$ cat src/rtl/refsel_pkg.sv
package refsel_pkg;

   // Selection mode: automatic ranking or host-forced index.
   typedef enum logic [0:0] {
      SEL_AUTO   = 1'b0,
      SEL_MANUAL = 1'b1
   } sel_mode_e;

endpackage

$ cat src/rtl/refsel_cfg_regs.sv
module refsel_cfg_regs
   import refsel_pkg::*;
#(
   parameter int NUM_REFS = 4,
   parameter int PRIO_W   = 3,
   parameter int IDX_W    = 2
) (
   input  logic                              clk,
   input  logic                              rst_n,
   input  sel_mode_e                         mode,
   input  logic                              we,
   input  logic [IDX_W-1:0]                  wr_idx,
   input  logic [PRIO_W-1:0]                 wr_prio,
   input  logic                              wr_revert,
   output logic [NUM_REFS-1:0][PRIO_W-1:0]   prio,
   output logic [NUM_REFS-1:0]               revert
);

   logic [NUM_REFS-1:0][PRIO_W-1:0] prio_r;
   logic [NUM_REFS-1:0]             revert_r;

   for (genvar g = 0; g < NUM_REFS; g++) begin : g_ref
      logic hit;
      assign hit = we && (wr_idx == IDX_W'(g));

      always_ff @(posedge clk or negedge rst_n) begin
         if (!rst_n) begin
            prio_r[g]   <= '0;
            revert_r[g] <= 1'b0;
         end else if (hit) begin
            revert_r[g] <= wr_revert;
            if (mode == SEL_AUTO) begin
               prio_r[g] <= wr_prio;
            end
         end
      end
   end

   assign prio   = prio_r;
   assign revert = revert_r;

   // priorities are frozen while manual mode is selected
   a_r8_prio_frozen: assert property (@(posedge clk) disable iff (!rst_n)
      (mode == SEL_MANUAL) |=> $stable(prio_r));

   // a write in automatic mode lands in the addressed priority field
   a_r8_prio_written: assert property (@(posedge clk) disable iff (!rst_n)
      (we && mode == SEL_AUTO) |=> (prio_r[$past(wr_idx)] == $past(wr_prio)));

endmodule

$ cat src/rtl/refsel_ranker.sv
module refsel_ranker #(
   parameter int NUM_REFS    = 4,
   parameter int PRIO_W      = 3,
   parameter int IDX_W       = 2,
   parameter bit COMPARE_KEY = 1'b1
) (
   input  logic [NUM_REFS-1:0]              avail,
   input  logic [NUM_REFS-1:0][PRIO_W-1:0]  prio,
   output logic                             any_avail,
   output logic [IDX_W-1:0]                 best_idx,
   output logic [PRIO_W-1:0]                best_prio
);

   localparam int KEY_W = PRIO_W + IDX_W;

   // Running winner carried from reference 0 upward; stage g holds the
   // best of references 0..g-1.
   logic [NUM_REFS:0]              found_c;
   logic [NUM_REFS:0][IDX_W-1:0]   idx_c;
   logic [NUM_REFS:0][PRIO_W-1:0]  prio_c;

   assign found_c[0] = 1'b0;
   assign idx_c[0]   = '0;
   assign prio_c[0]  = '0;

   for (genvar g = 0; g < NUM_REFS; g++) begin : g_stage
      logic take;
      if (COMPARE_KEY) begin : g_key
         // Full rank key: priority then index, lower key wins.
         logic [KEY_W-1:0] key_new;
         logic [KEY_W-1:0] key_old;
         assign key_new = {prio[g], IDX_W'(g)};
         assign key_old = {prio_c[g], idx_c[g]};
         assign take    = avail[g] && (!found_c[g] || (key_new < key_old));
      end else begin : g_prio
         // Strictly better priority only; earlier (lower) index keeps ties.
         assign take = avail[g] && (!found_c[g] || (prio[g] < prio_c[g]));
      end
      assign found_c[g+1] = found_c[g] | avail[g];
      assign idx_c[g+1]   = take ? IDX_W'(g) : idx_c[g];
      assign prio_c[g+1]  = take ? prio[g]   : prio_c[g];
   end

   assign any_avail = found_c[NUM_REFS];
   assign best_idx  = idx_c[NUM_REFS];
   assign best_prio = prio_c[NUM_REFS];

   always_comb begin
      if (any_avail) begin
         // the winner is always a usable reference
         a_r1_best_usable: assert (avail[best_idx]);
      end
      for (int i = 0; i < NUM_REFS; i++) begin
         if (avail[i]) begin
            // no usable reference carries a better priority than the winner
            a_r2_best_ranked: assert (prio[i] >= best_prio);
            // on an equal priority the winner has the lower index
            if (prio[i] == best_prio) begin
               a_r2_tie_low_index: assert (IDX_W'(i) >= best_idx);
            end
         end
      end
   end

endmodule

$ cat src/rtl/refsel_tracker.sv
module refsel_tracker
   import refsel_pkg::*;
#(
   parameter int NUM_REFS = 4,
   parameter int PRIO_W   = 3,
   parameter int IDX_W    = 2
) (
   input  logic                              clk,
   input  logic                              rst_n,
   input  sel_mode_e                         mode,
   input  logic [IDX_W-1:0]                  manual_sel,
   input  logic [NUM_REFS-1:0]               avail,
   input  logic [NUM_REFS-1:0][PRIO_W-1:0]   prio,
   input  logic [NUM_REFS-1:0]               revert,
   input  logic                              any_avail,
   input  logic [IDX_W-1:0]                  best_idx,
   input  logic [PRIO_W-1:0]                 best_prio,
   output logic [IDX_W-1:0]                  idx_q,
   output logic                              valid_q,
   output logic                              pulse_q
);

   logic [IDX_W-1:0]  idx_d;
   logic              valid_d;
   logic [PRIO_W-1:0] cur_prio;
   logic              cur_usable;
   logic              best_outranks;

   assign cur_prio   = prio[idx_q];
   assign cur_usable = avail[idx_q];

   // Rank comparison of the candidate against the active reference.
   assign best_outranks = (best_prio < cur_prio) ||
                          ((best_prio == cur_prio) && (best_idx < idx_q));

   always_comb begin
      idx_d   = idx_q;
      valid_d = valid_q;
      unique case (mode)
         SEL_MANUAL: begin
            idx_d   = manual_sel;
            valid_d = avail[manual_sel];
         end
         SEL_AUTO: begin
            if (!any_avail) begin
               valid_d = 1'b0;
            end else if (!valid_q || !cur_usable) begin
               idx_d   = best_idx;
               valid_d = 1'b1;
            end else if (revert[idx_q] && best_outranks) begin
               idx_d   = best_idx;
               valid_d = 1'b1;
            end else begin
               valid_d = 1'b1;
            end
         end
         default: begin
            valid_d = 1'b0;
         end
      endcase
   end

   always_ff @(posedge clk or negedge rst_n) begin
      if (!rst_n) begin
         idx_q   <= '0;
         valid_q <= 1'b0;
         pulse_q <= 1'b0;
      end else begin
         idx_q   <= idx_d;
         valid_q <= valid_d;
         pulse_q <= (idx_d != idx_q);
      end
   end

   // no usable reference drops the valid flag and holds the index
   a_r4_loss_holds: assert property (@(posedge clk) disable iff (!rst_n)
      (mode == SEL_AUTO && avail == '0) |=> (!valid_q && $stable(idx_q)));

   // any usable reference in automatic mode gives a valid selection
   a_r6_take_first: assert property (@(posedge clk) disable iff (!rst_n)
      (mode == SEL_AUTO && avail != '0) |=> valid_q);

   // an active, usable, non-revertive reference is never left
   a_r5_non_revertive_hold: assert property (@(posedge clk) disable iff (!rst_n)
      (mode == SEL_AUTO && valid_q && avail[idx_q] && !revert[idx_q])
      |=> $stable(idx_q));

   // manual mode follows the host choice
   a_r7_manual_follow: assert property (@(posedge clk) disable iff (!rst_n)
      (mode == SEL_MANUAL) |=> (idx_q == $past(manual_sel)));

   // the pulse marks exactly the cycles after an index change
   a_r10_pulse_on_change: assert property (@(posedge clk) disable iff (!rst_n)
      pulse_q |-> (idx_q != $past(idx_q)));

   a_r10_change_has_pulse: assert property (@(posedge clk) disable iff (!rst_n)
      (idx_q != $past(idx_q)) |-> pulse_q);

endmodule

$ cat src/rtl/ref_priority_selector.sv
module ref_priority_selector
   import refsel_pkg::*;
#(
   parameter int NUM_REFS    = 4,
   parameter int PRIO_W      = 3,
   parameter bit COMPARE_KEY = 1'b1,
   localparam int IDX_W      = $clog2(NUM_REFS)
) (
   input  logic                         clk,
   input  logic                         rst_n,
   input  logic                         manual_mode,
   input  logic [IDX_W-1:0]             manual_sel,
   input  logic [NUM_REFS-1:0]          sig_present,
   input  logic [NUM_REFS-1:0]          ref_mask,
   input  logic [NUM_REFS-1:0]          offset_ok,
   input  logic                         cfg_we,
   input  logic [IDX_W-1:0]             cfg_idx,
   input  logic [PRIO_W-1:0]            cfg_prio,
   input  logic                         cfg_revert,
   output logic [IDX_W-1:0]             active_idx,
   output logic                         active_valid,
   output logic                         switch_pulse,
   output logic [NUM_REFS*PRIO_W-1:0]   prio_rd,
   output logic [NUM_REFS-1:0]          revert_rd
);

   // Elaboration-time parameter checks.
   if (NUM_REFS < 2 || (NUM_REFS & (NUM_REFS - 1)) != 0) begin : g_bad_refs
      $error("NUM_REFS must be a power of two of at least 2");
   end
   if (PRIO_W < 1 || PRIO_W > 8) begin : g_bad_prio
      $error("PRIO_W must lie between 1 and 8");
   end

   sel_mode_e                        mode;
   logic [NUM_REFS-1:0]              avail;
   logic [NUM_REFS-1:0][PRIO_W-1:0]  prio;
   logic [NUM_REFS-1:0]              revert;
   logic                             any_avail;
   logic [IDX_W-1:0]                 best_idx;
   logic [PRIO_W-1:0]                best_prio;

   assign mode  = manual_mode ? SEL_MANUAL : SEL_AUTO;
   // usable means present, unmasked and within offset
   assign avail = sig_present & ~ref_mask & offset_ok;

   refsel_cfg_regs #(
      .NUM_REFS (NUM_REFS),
      .PRIO_W   (PRIO_W),
      .IDX_W    (IDX_W)
   ) u_cfg (
      .clk       (clk),
      .rst_n     (rst_n),
      .mode      (mode),
      .we        (cfg_we),
      .wr_idx    (cfg_idx),
      .wr_prio   (cfg_prio),
      .wr_revert (cfg_revert),
      .prio      (prio),
      .revert    (revert)
   );

   refsel_ranker #(
      .NUM_REFS    (NUM_REFS),
      .PRIO_W      (PRIO_W),
      .IDX_W       (IDX_W),
      .COMPARE_KEY (COMPARE_KEY)
   ) u_rank (
      .avail     (avail),
      .prio      (prio),
      .any_avail (any_avail),
      .best_idx  (best_idx),
      .best_prio (best_prio)
   );

   refsel_tracker #(
      .NUM_REFS (NUM_REFS),
      .PRIO_W   (PRIO_W),
      .IDX_W    (IDX_W)
   ) u_track (
      .clk        (clk),
      .rst_n      (rst_n),
      .mode       (mode),
      .manual_sel (manual_sel),
      .avail      (avail),
      .prio       (prio),
      .revert     (revert),
      .any_avail  (any_avail),
      .best_idx   (best_idx),
      .best_prio  (best_prio),
      .idx_q      (active_idx),
      .valid_q    (active_valid),
      .pulse_q    (switch_pulse)
   );

   assign prio_rd   = prio;
   assign revert_rd = revert;

   // losing the active reference while another is usable moves to the winner
   a_r3_failover: assert property (@(posedge clk) disable iff (!rst_n)
      (mode == SEL_AUTO && active_valid && !avail[active_idx] && any_avail)
      |=> (active_valid && active_idx == $past(best_idx)));

endmodule

$ cat config.mk
export PLATFORM = sky130hd
export DESIGN_NAME = ref_priority_selector
export DESIGN_NICKNAME = d
export VERILOG_FILES = /design/src/rtl/refsel_pkg.sv /design/src/rtl/refsel_cfg_regs.sv /design/src/rtl/refsel_ranker.sv /design/src/rtl/refsel_tracker.sv /design/src/rtl/ref_priority_selector.sv
export SDC_FILE = /design/constraint.sdc
export NUM_CORES = 1
export LEC_CHECK = 0
export BUFFER_PORTS_ARGS = -buffer_cell sky130_fd_sc_hd__buf_2
export CAP_MARGIN = 20
export CORE_ASPECT_RATIO = 1.75
export CORE_MARGIN = 3
export CORE_UTILIZATION = 35
export CTS_CLUSTER_SIZE = 10
export DETAILED_ROUTE_END_ITERATION = 8
export GPL_TIMING_DRIVEN = 0
export PLACE_DENSITY = 0.63
export SYNTH_ARGS = -nofsm -noshare
export SYNTH_HDL_FRONTEND = slang
export SYNTH_SLANG_ARGS = --single-unit
$ cat constraint.sdc
create_clock -name clk -period 5.7 [get_ports clk]
set_input_delay 0.285 -clock clk [delete_from_list [all_inputs] [get_ports clk]]
set_output_delay 0.285 -clock clk [all_outputs]
set_load 0.01 [all_outputs]
# ---- Yosys cells after proc, flatten, opt, wreduce, memory -nomap -nowiden
# Cells that the tools add are included.
dict set report op_classes {
  eq_ne 5
  n_lt_le_gt_ge 7
  n_reduce_logical 24
  muxes 22
  bitwise_logic 7
}
# op count
set ops {}
lappend ops {{less-than comparator 5 bit} 3}
lappend ops {{2-to-1 mux 3 bit} 5}
lappend ops {{2-to-1 mux 2 bit} 5}
lappend ops {{logical AND 1 bit} 9}
lappend ops {{bitwise AND 4 bit} 2}
lappend ops {{AND reduction 2 bit} 4}
lappend ops {{binary-select mux 1 bit (select 2 bit)} 3}
lappend ops {{binary-select mux 3 bit (select 2 bit)} 1}
lappend ops {{less-than comparator 2 x 3 -> 1 bit (second input constant)} 2}
lappend ops {{2-to-1 mux 1 bit} 6}
lappend ops {{logical NOT 1 bit} 5}
lappend ops {{logical OR 1 bit} 5}
lappend ops {{== test 2 bit (second input constant)} 2}
lappend ops {{NOT 4 bit} 1}
lappend ops {{one-hot mux 2 bit (2 select lines)} 1}
lappend ops {{== test 3 bit} 1}
lappend ops {{less-than comparator 3 bit} 1}
lappend ops {{OR 1 bit} 3}
lappend ops {{== test 2 x 1 -> 1 bit (second input constant)} 1}
lappend ops {{logical NOT 2 bit} 1}
lappend ops {{less-than comparator 2 bit} 1}
lappend ops {{inequality test 2 bit} 1}
lappend ops {{one-hot mux 1 bit (2 select lines)} 1}
lappend ops {{NOT 1 bit} 1}
dict set report word_totals {
  out_inout_bits 20
  reg_bits 20
}

# ---- Longest topological paths before layout
dict set report logic_depth {
  word_depth 25
  mapped_depth 30
  mapped_depth_nobuf 28
}

# ---- Hierarchy
# From an unflattened synthesis, not the netlist that was laid out.
dict set report hier_totals {
  cells_unflattened 160
  hier_area_um2 1675.4
}
# module instances seq_area_each_um2 cells_per_inst area_per_inst_um2
set by_module_without_submodules {}
lappend by_module_without_submodules {refsel_cfg_regs 1 400.4 40 695.7}
lappend by_module_without_submodules {refsel_tracker 1 100.1 52 528.0}
lappend by_module_without_submodules {refsel_ranker 1 0.0 64 416.6}
lappend by_module_without_submodules {ref_priority_selector 1 0.0 4 35.0}

# ---- Worst setup path after synthesis
# OpenSTA, ideal clock, no wires.
dict set report synth_timing {
  kind {in2reg}
  start {input port ref_mask[0]}
  end {register u_track.idx_q[1]}
  t_required_ps 5574
  setup_time_ps 126
  n_path_buf 2
  path_stages 26
  slack_ps 644
  arrival_ps 4930
  path_cell_list {and3b_1 > buf_2 > nand2_1 > ha_1 > a211oi_1 > o21a_1 > nand2_1 > o21ai_0 > inv_1 > ha_1 > nor4b_1 > nand4_1 > and2_1 > buf_6 > mux2i_1 > ha_1 > a211oi_1 > nand2_1 > o21ai_2 > mux2_1 > ha_1 > o211ai_1 > a31oi_1 > a21o_1 > a41o_1 > o311a_1}
}
dict set report synth_via {
  elab_chain_len 24
  elab_cells_between_ends 39
  classes_between {order compare: 5; eq/ne: 1; mux: 13; bitwise: 6; reduce/logical: 14}
}
# element line_no
set synth_rtl {}
lappend synth_rtl {{start, declared} ref_priority_selector.sv:14} ;# input logic [NUM_REFS-1:0] ref_mask,
lappend synth_rtl {{NOT 4 bit *} ref_priority_selector.sv:45} ;# assign avail = sig_present & ~ref_mask & offset_ok;
lappend synth_rtl {{bitwise AND 4 bit * (2 in series)} ref_priority_selector.sv:45}
lappend synth_rtl {{2-to-1 mux 3 bit} refsel_ranker.sv:41} ;# assign prio_c[g+1] = take ? prio[g] : prio_c[g];
lappend synth_rtl {{less-than comparator 5 bit} refsel_ranker.sv:34} ;# assign take = avail[g] && (!found_c[g] || (key_new < key_old));
lappend synth_rtl {{logical OR 1 bit} refsel_ranker.sv:34}
lappend synth_rtl {{logical AND 1 bit} refsel_ranker.sv:34}
lappend synth_rtl {{2-to-1 mux 1 bit or 2-to-1 mux 3 bit (tied branches)} {refsel_ranker.sv:40, refsel_ranker.sv:41}}
lappend synth_rtl {{less-than comparator 5 bit} refsel_ranker.sv:34}
lappend synth_rtl {{[8 not listed]} --}
lappend synth_rtl {{logical AND 1 bit} refsel_tracker.sv:34} ;# ((best_prio == cur_prio) && (best_idx < idx_q));
lappend synth_rtl {{logical OR 1 bit} refsel_tracker.sv:33} ;# assign best_outranks = (best_prio < cur_prio) ||
lappend synth_rtl {{logical AND 1 bit} refsel_tracker.sv:50} ;# end else if (revert[idx_q] && best_outranks) begin
lappend synth_rtl {{2-to-1 mux 2 bit} refsel_tracker.sv:50}
lappend synth_rtl {{2-to-1 mux 2 bit} refsel_tracker.sv:47} ;# end else if (!valid_q || !cur_usable) begin
lappend synth_rtl {{2-to-1 mux 2 bit *} refsel_tracker.sv:45} ;# if (!any_avail) begin
lappend synth_rtl {{one-hot mux 2 bit (2 select lines) *} refsel_tracker.sv:39} ;# unique case (mode)
lappend synth_rtl {{via u_track.idx_d[1]} refsel_tracker.sv:23} ;# logic [IDX_W-1:0] idx_d;
lappend synth_rtl {{end signal, assigned} refsel_tracker.sv:69} ;# idx_q <= idx_d;
lappend synth_rtl {{end, declared} refsel_tracker.sv:18} ;# output logic [IDX_W-1:0] idx_q,
# The timed path passes the listed nets; every way through them passes the cells marked *. The select of a mux whose other input is x is not followed.
# A chain may end at the register's enable or synchronous reset.

# ---- Worst setup path after layout
# Same ends and word-level chain as after synthesis.

==> impl_metrics.env <==
export IMPL_outcome="complete, no violations"
export IMPL_final_cell_mix="buf_2, dfrtp_1, nand2_1"
export IMPL_grtUsageTotal=0.148
export IMPL_path_class="input pin to register"
export IMPL_dieArea_mm2=0.00557
export IMPL_holdPathStages=3
export IMPL_hold_path_end="u_track.idx_q[0]$_DFF_PN0_"
export IMPL_clock_sinks=20
export IMPL_num_io_pins=44
export IMPL_synth_area_mm2=0.00164
export IMPL_multi_input_area_mm2=0.00109
export IMPL_dr_pass1_iters=4
export IMPL_ctsHtreeMaxLevel=1
export IMPL_irDropWorstVdd_uv=233
export IMPL_clk_path_buf_depth=2
export IMPL_hpwl_um=3270
export IMPL_leakage_nw=0.937
export IMPL_fin_skew_ps=9.63
export IMPL_r2r_slack_ps=460
export IMPL_power_density_mw_per_mm2=274
export IMPL_drt_antenna_violating_nets=0
export IMPL_overflow=0
export IMPL_diodes=0
export IMPL_synth_ff_type="dfrtp_1"
export IMPL_synth_seq_cells=20
export IMPL_r2r_end="u_track.idx_q[1]$_DFF_PN0_"
export IMPL_crit_top_cell="ha_1"
export IMPL_worstMarginPinSlew_ps=495
export IMPL_grt_max_degree=21
export IMPL_cpMaxStageDelayCell="mux2_1"
export IMPL_insertion_delay_ps=250
export IMPL_synth_warning_count=0
export IMPL_fp_dieH_um=96.5
export IMPL_hold_viol_final=0
export IMPL_io_buffer_count=42
export IMPL_reg2regPathDepth=25
export IMPL_worstPathRequired_ps=5850
export IMPL_start_kind="input pin"
export IMPL_rr_startpoint="u_cfg.prio[1]$_DFFE_PN0P_"
export IMPL_syn_inst=165
export IMPL_final_setup_viol_count=0
export IMPL_maxSlewViolCount=0
export IMPL_dp_cells=258
export IMPL_wirelength_um=4090
export IMPL_regArea_um2=500
export IMPL_grt_pass1_vias=1448
export IMPL_rows=32
export IMPL_numCtsBuffers=3
export IMPL_synth_edf_count=0
export IMPL_fin_crit_ps=5320
export IMPL_final_common_cell="buf_2"
export IMPL_crit_arrival_ps=5460
export IMPL_cp_slowest_stage_delay_ps=340
export IMPL_max_freq_mhz=188
export IMPL_gp_congestion=0.821
export IMPL_tns_ps=0
export IMPL_drc=0
export IMPL_cts_clk_slew_worst_paths_ps=80
export IMPL_vias=1467
export IMPL_ys_async_sr_fraction=1.00
export IMPL_cts_tree="done"
export IMPL_root_buffer="clkbuf_8"
export IMPL_synth_avg_cell_area_um2=9.93
export IMPL_via_per_inst=5.56
export IMPL_drv_cap=0
export IMPL_hold_start="manual_sel[0]"
export IMPL_syn_to_final_growth_pct=23.1
export IMPL_post_route_period_util=0.933
export IMPL_hold_path_class="input pin to register"
export IMPL_worstPathMaxFanout=8
export IMPL_drtIter0Drc=25
export IMPL_drive_above_1_share=0.385
export IMPL_antenna_found_initial=0
export IMPL_ys_types=42
export IMPL_synth_seq_area_share=0.305
export IMPL_fin_hold_ws_ps=297
export IMPL_avgRoutedWirePerCell_um=15.5
export IMPL_final_cells=264
export IMPL_fillers=448
export IMPL_final_net_count=248
export IMPL_fp_dieW_um=57.7
export IMPL_critPathCaptureType="register"
export IMPL_initial_core_util=0.369
export IMPL_syn_num_nets=199
export IMPL_grt_pass1_wl_um=6500
export IMPL_relSlewSlack=0.670
export IMPL_design_core_area_mm2=0.00444
## metal layers
layer	part of all wire	up-vias	global-route usage	wire (um)
li1	-	718	-	-
met3	0.035	8	0.0186	145
met5	0	-	0	0
met1	0.39	705	0.162	1600
met4	0.030	0	0.0484	123
met2	0.54	36	0.288	2230
## power by group
| part | internal, mW | switching, mW | leakage, nW | total [mW] |
|---|---|---|---|---|
| registers | 0.171 | 0.0354 | 0.238 | 0.206 |
| clock network | 0.0613 | 0.0450 | 0.0288 | 0.106 |
| logic | 0.121 | 0.119 | 0.670 | 0.240 |
## repair_timing
item                       CTS  global route
resized for setup            0             9
hold buffers                 1             0
hold endpoints to repair    11             0
setup buffers                0             1
setup endpoints to repair    0             3
## cell families after synthesis
| logic type | synth area share |
|---|---|
| DFF | 0.305 |
| adders and majority gates | 0.0763 |
| muxes | 0.234 |
| AOI/OAI and AO/OA | 0.144 |
| buffers and inverters | 0.0458 |
| and+or+nand+nor | 0.195 |
## area by class of cell
class / instances / share of cell area
multi-input combinational: 128 / 0.542
sequential: 20 / 0.248
timing repair buffer: 44 / 0.113
tap: 51 / 0.0316
clock buffer: 4 / 0.0273
inverter: 11 / 0.0205
buffer: 6 / 0.0180
## worst max path at each step
stage                start                         end  slack [ps]  depth (start not counted)
2_1_floorplan  ref_mask[0]  u_track.idx_q[1]$_DFF_PN0_         640                         26
6_report       ref_mask[0]  u_track.idx_q[1]$_DFF_PN0_         380                         28
4_1_cts        ref_mask[0]   u_track.pulse_q$_DFF_PN0_         190                         28
3_3_place_gp   ref_mask[0]  u_track.idx_q[1]$_DFF_PN0_         -80                         27
3_5_place_dp   ref_mask[0]   u_track.pulse_q$_DFF_PN0_         -60                         28
5_1_grt        ref_mask[0]   u_track.pulse_q$_DFF_PN0_          -5                         30
## critical path: cells and delay by family
kind,cells,cell delay [ps]
compound gates,11,1970
fa+ha+maj,4,970
buf+inv,4,470
mux,2,550
simple gates,7,1220
## registers in the layout (all words and copies together), names as in the netlist
signal / flops
u_track.idx_q: 2
u_track.pulse_q: 1
u_cfg.prio: 12
u_track.valid_q: 1
u_cfg.revert: 4
## per-stage QoR
step                setup slack (ps)  total power [mW]   util  cell area, um^2
detailed placement             -58.3             0.440  0.430             1910
CTS                              195             0.549  0.445             1980
floorplan                        644             0.359      -             1640
global placement               -76.6             0.435  0.430             1910
global route                   -4.52             0.596  0.454             2020
finish                           382             0.552  0.454             2020
## synth_stat cells (4+ instances only)
library cell  count  area, um^2
o21ai_0           4        20.0
mux4_2            4        90.1
mux2_2           16         180
and3b_1           4        35.0
nand2_1          18        67.6
mux2i_1           5        50.1
inv_1            11        41.3
nor2_1            9        33.8
dfrtp_1          20         500
ha_1             10         125
o21a_1            4        30.0
nand2b_1          5        31.3
a21oi_1           4        20.0
nand4_1           4        25.0
(Power assumes the default switching activity.)
